[config.mk]
export PLATFORM = sky130hd
export DESIGN_NAME = tern_cut_reg
export DESIGN_NICKNAME = d
export VERILOG_FILES = /design/src/rtl/tern_loop_pkg.sv /design/src/rtl/tern_cut_reg.sv
export SDC_FILE = /design/constraint.sdc
export NUM_CORES = 1
export LEC_CHECK = 0
export CORE_AREA = 8 8 45 47
export CTS_CLUSTER_DIAMETER = 60
export DETAILED_ROUTE_END_ITERATION = 8
export DIE_AREA = 0 0 53 55
export GPL_TIMING_DRIVEN = 1
export SETUP_SLACK_MARGIN = 0.1
export SYNTH_ARGS = -nofsm -noshare
export SYNTH_HDL_FRONTEND = slang
export SYNTH_SLANG_ARGS = --single-unit
[constraint.sdc]
create_clock -name clk -period 1.2 [get_ports clk]
set_input_delay 0.24 -clock clk [delete_from_list [all_inputs] [get_ports clk]]
set_output_delay 0.24 -clock clk [all_outputs]
set_load 0.02 [all_outputs]
[src/rtl/tern_loop_pkg.sv]
package tern_loop_pkg;

  // lo set: value is 0, hi set: value is 1, neither: unknown
  typedef struct packed {
    logic lo;
    logic hi;
  } tern_t;

  localparam tern_t T_UNK = '{lo: 1'b0, hi: 1'b0};

  function automatic tern_t t_of_bit(input logic b);
    tern_t r;
    r.lo = ~b;
    r.hi = b;
    return r;
  endfunction

  function automatic tern_t t_and(input tern_t a, input tern_t b);
    tern_t r;
    r.lo = a.lo | b.lo;
    r.hi = a.hi & b.hi;
    return r;
  endfunction

  function automatic tern_t t_or(input tern_t a, input tern_t b);
    tern_t r;
    r.lo = a.lo & b.lo;
    r.hi = a.hi | b.hi;
    return r;
  endfunction

  function automatic logic t_known(input tern_t a);
    return a.lo | a.hi;
  endfunction

endpackage

[src/rtl/tern_cut_reg.sv]
module tern_cut_reg import tern_loop_pkg::*; (
  input  logic  clk,
  input  logic  rst_n,
  input  logic  clr_unk,
  input  logic  adv,
  input  logic  err_clr,
  input  tern_t nxt,
  output tern_t cut,
  output logic  mono_err
);

  logic shrink_bad;

  assign shrink_bad = adv & ~clr_unk & t_known(cut) & (nxt != cut);

  always_ff @(posedge clk) begin
    if (!rst_n) begin
      cut      <= T_UNK;
      mono_err <= 1'b0;
    end else begin
      if (clr_unk)      cut <= T_UNK;
      else if (adv)     cut <= nxt;
      if (err_clr)         mono_err <= 1'b0;
      else if (shrink_bad) mono_err <= 1'b1;
    end
  end

  // a definite cut value is never replaced by another value
  p_cut_monotone_r10: assert property (@(posedge clk) disable iff (!rst_n)
    (adv && !clr_unk && t_known(cut)) |=> (cut == $past(cut)));

  // a vector restart leaves the cut unknown
  p_cut_seed_unknown_r4: assert property (@(posedge clk) disable iff (!rst_n)
    clr_unk |=> !t_known(cut));

endmodule

# --- Word level (Yosys, flattened, before mapping) ---
# Index checks and enable logic that the tools add are counted.
word_totals:
  reg_bits: 3
  in_bits: 7
  wordCells: 12
classes:
  reduce_logical: 2
  n_eq_ne: 1
  n_bitwise: 6
op_table:
  columns: ["operator", "n"]
  rows:
  - ["2-bit OR reduction", 2]
  - ["1-bit AND", 3]
  - ["2-bit != test", 1]
  - ["1-bit inverter", 2]
  - ["1-bit bitwise OR", 1]

# --- Logic depth before layout (Yosys ltp) ---
# Gate-level depths: netlist (run 1).
depth:
  depth_word: 4
  depth_mapped: 3

# --- Worst setup path before layout (run 1) ---
# OpenSTA, ideal clock, no wires.
synth_path:
  path_type: "register to register"
  startpoint: "register cut[0] in the netlist's numbering"
  endpoint: "register mono_err"
  path_buffers: 0
  synth_period_minus_slack_ns: 1.058
  slack_ns: 0.142
  arrival_time_ns: 0.936
  path_stages_with_launch: 4
  t_required_ns: 1.078
  cell_sequence: "dfxtp_1 -> nand2b_1 -> a21oi_1 -> o311a_1"
synth_between:
  elab_chain_len: 3
  elab_cells_between_ends: 4
  classes_between: "eq/ne: 1; bitwise: 3"
synth_rtl:
  columns: ["element", "line", "rtl"]
  rows:
  - ["start: declaration", "tern_cut_reg.sv:8", "output tern_t cut,"]
  - ["start signal: assignment", "tern_cut_reg.sv:22", "else if (adv) cut <= nxt;"]
  - ["1-bit bitwise OR", "tern_loop_pkg.sv:33", "return a.lo | a.hi;"]
  - ["1-bit AND", "tern_cut_reg.sv:14", "assign shrink_bad = adv & ~clr_unk & t_known(cut) & (nxt != cut);"]
  - ["1-bit AND *", "tern_cut_reg.sv:14", null]
  - ["end signal: assignment", "tern_cut_reg.sv:19", "mono_err <= 1'b0;"]
  - ["end signal: assignment", "tern_cut_reg.sv:23", "if (err_clr) mono_err <= 1'b0;"]
  - ["end signal: assignment", "tern_cut_reg.sv:24", "else if (shrink_bad) mono_err <= 1'b1;"]
  - ["end: declaration", "tern_cut_reg.sv:9", "output logic mono_err"]
# Mark *: on every way between the ends. The rest lies on a longest branch, timed or not.
# A chain may end at the register's enable or synchronous reset.

# --- Worst setup path in the final report (run 1) ---
layout_path:
  startpoint: "input port nxt[0] in the netlist's numbering"
  endpoint: "register mono_err"
layout_between:
  elab_chain_len: 2
layout_rtl:
  columns: ["element", "line", "rtl"]
  rows:
  - ["start: declaration", "tern_cut_reg.sv:7", "input tern_t nxt,"]
  - ["2-bit != test", "tern_cut_reg.sv:14", null]
  - ["1-bit AND", "tern_cut_reg.sv:14", null]
# No other way between the ends.

==> results of run 1 <==
==> synthesized netlist by cell type (all sizes together) <==
cell type and instances:
dfxtp 3, inv 1, nand2b 3, a21oi 2, mux2i 2, nand3b 2, o311a 1, nor2 2
==> stage by stage <==
step / instances / power [uW] / utilization, % / setup WS [ps]
after global routing: 47 / 347 / 21.8 / 108
final: 47 / 321 / 21.8 / 152
after detailed placement: 43 / 154 / 19.5 / -146
after CTS: 47 / 334 / 21.6 / 128
after global placement: 43 / 154 / 19.5 / -145
after floorplan: 16 / 120 / - / 142
==> routing by layer <==
metal	track usage (%)	vias up	wire, um
met5	0	-	0
li1	-	86	-
met3	2.94	0	71
met1	2.73	67	174
met2	4.88	7	198
met4	6.47	0	0
==> cell type report <==
type                    instances  area (um2)
clock buffers                   4        26.3
fillers                       157        1080
inverters                       1        3.75
multi-input cells              12        81.3
flip-flops and latches          3        60.1
well taps                      16        20.0
repair buffers                 11         110
==> timing repair <==
| action | in CTS | in global routing |
|---|---|---|
| resized for setup | 10 | 1 |
| hold buffers | 0 | 0 |
| cloned | 0 | 0 |
| setup endpoints to repair | 4 | 1 |
==> worst min path at each step <==
stage	cells past startpoint	slack, ps	from	to
6_report	3	350	clr_unk	cut[1]
5_1_grt	3	350	clr_unk	cut[1]
4_1_cts	3	510	adv	cut[0]
3_5_place_dp	1	510	mono_err	mono_err
3_3_place_gp	1	500	mono_err	mono_err
2_1_floorplan	1	390	rst_n	mono_err
==> logic make-up after synthesis <==
group	after synthesis	share of synthesized area, %
AO/OA/AOI/OAI	3	13.8
buffers and inverters	1	2.58
flip-flops	3	41.4
multiplexers	2	13.8
AND/OR/NAND/NOR	7	28.4
==> power by group <==
part | switching, uW | internal [uW] | total, uW
Sequential | 1.10 | 103 | 104
Combinational | 17.6 | 28.6 | 46.3
Clock | 46.2 | 124 | 170
Total | 64.9 | 256 | 321
==> sequential cells by signal, indices dropped and copies added (netlist names) <==
name	flops
cut	2
mono_err	1
==> critical path, delay by kind of cell <==
family                 cells  cell delay, ps
AO/OA/AOI/OAI              2             380
AND/OR/NAND/NOR            1              90
buffers and inverters      1             450
==> run_results.csv, run 1 <==
group,metric,value,unit
clock_tree,ctsRootBufferMaster,"clkbuf_4",
synth,synthTopCellsByArea,"dfxtp_1 41%, mux2i_1 14%, nand2b_1 13%",
clock_tree,cts_tree,"built",
sta,relSlewSlack,87.3,%
floorplanning,die_y,55,um
final_layout,layout.nets,39,
worst_setup_path,cp_slowest_cell,"clkdlybuf4s50_1",
synth,yosysUniqueCellTypes,8,
worst_setup_path,slowest_delay,450,ps
synth,avgSynthCellArea,9.07,um2
place,gp_congestion,0.794,
synth,netlist_area,145,um2
sta,rsz0062_at_grt,"no",
sta,period_minus_slack,1050,ps
floorplanning,coreArea,0.00138,mm2
worst_setup_path,cp-end-kind,"flip-flop",
grt,grt_max_degree,5,
floorplanning,dieWidth,53,um
route,routed_via_density,3.40,
route,drt-total-wl,444,um
synth,yosys_warnings,0,
sta,finalClockSkew,0.924,ps
sta,timing.final.max_slew_violations,0,
job,maxCapViolCount,0,
route,drtPass1Iterations,2,
worst_setup_path,endpoint,"mono_err",
clock_tree,cts_buffers,3,
clock_tree,post_cts_buffers,0,
pwr,p_leak,0.000141,uW
pwr,powerDensity,1060,mW/mm2
sta,hold_slack,348,ps
synth,synth-seq-cells,3,
grt,grt_use_total,3.77,%
worst_setup_path,critPathArrivalTime,1160,ps
synth,netlist.area_leader.share,41.4,%
route,drtIter0Drc,2,
clock_tree,insertion_delay,230,ps
floorplanning,ioPinCount,10,
worst_setup_path,crit_type,"input pin to flip-flop",
synth,ys_seq_area_share,41.4,%
grt,antenna_found_initial,0,
synth,syn-num-nets,23,
grt,grt_remaining_overflow,0,
final_layout,fin_area,302,um2
synth,synth_area_leader_cell,"dfxtp_1",
worst_setup_path,worstSetupStartpoint,"nxt[0]",
worst_setup_path,crit-reg2reg-launch,"cut[0]",
route,vias,160,
min_path,hold_path.class,"input pin to flip-flop",
synth,syn_inst,16,
clock_tree,h-tree-depth,1,
place,port_buffers,9,
clock_tree,clkTransAtPathRegs,30,ps
worst_setup_path,path_cells,"clkdlybuf4s50_1 > nand2b_1 > a21oi_1 > o311a_1",
clock_tree,cts_buffer_depth,2,
final_layout,drive_gt1_share,25.8,%
pwr,ir_worst_vdd,0.000216,V
sta,tightest_slew,191,ps
grt,grt_pass1_wl,690,um
route,drtAntennaViolNets,0,
place,dpl.hpwl,363,um
sta,hold_viol_final,0,
route,route.detailed.drc,0,
final_layout,final_common_cell,"clkdlybuf4s50_1",
worst_setup_path,crit_path_max_fanout,3,
clock_tree,clock-sinks,3,
final_layout,antenna_cells,0,
worst_setup_path,start_kind,"input pin",
final_layout,area_growth,108,%
sta,tns,0,ps
worst_setup_path,r2r_slack,180,ps
sta,fin_crit_sh,87.3,%
sta,setup_viol,0,
floorplanning,start_util,10.5,%
place,dpl-instance-area,270,um2
worst_setup_path,r2r_cells,4,
route,avgRoutedWirePerCell,9.45,um
worst_setup_path,cp.required,1310,ps
worst_setup_path,worst_r2r_endpoint,"mono_err",
outcome,status,"finished, final reports clean",
floorplanning,rows,14,
sta,clock.fmax,954,MHz
final_layout,layout_common_cells,"4 x clkdlybuf4s50_1, 3 x nand2b_1, 3 x clkbuf_4, 3 x dfxtp_1, 3 x clkdlybuf4s15_2",
floorplanning,die-area,0.00292,mm2
grt,grt_pass1_vias,172,
Power figures use the tool's default switching activity.
==> inputs of run 2 (changes only) <==
--- a/config.mk
+++ b/config.mk
@@ -5,11 +5,13 @@
 export SDC_FILE = /design/constraint.sdc
 export NUM_CORES = 1
 export LEC_CHECK = 0
+export CAP_MARGIN = 20
 export CORE_AREA = 8 8 45 47
 export CTS_CLUSTER_DIAMETER = 60
 export DETAILED_ROUTE_END_ITERATION = 8
 export DIE_AREA = 0 0 53 55
 export GPL_TIMING_DRIVEN = 1
+export HOLD_SLACK_MARGIN = 0.08
 export SETUP_SLACK_MARGIN = 0.1
 export SYNTH_ARGS = -nofsm -noshare
 export SYNTH_HDL_FRONTEND = slang
==> results of run 2 <==
The final DEF is identical to that of run 1; final timing and power are the same.
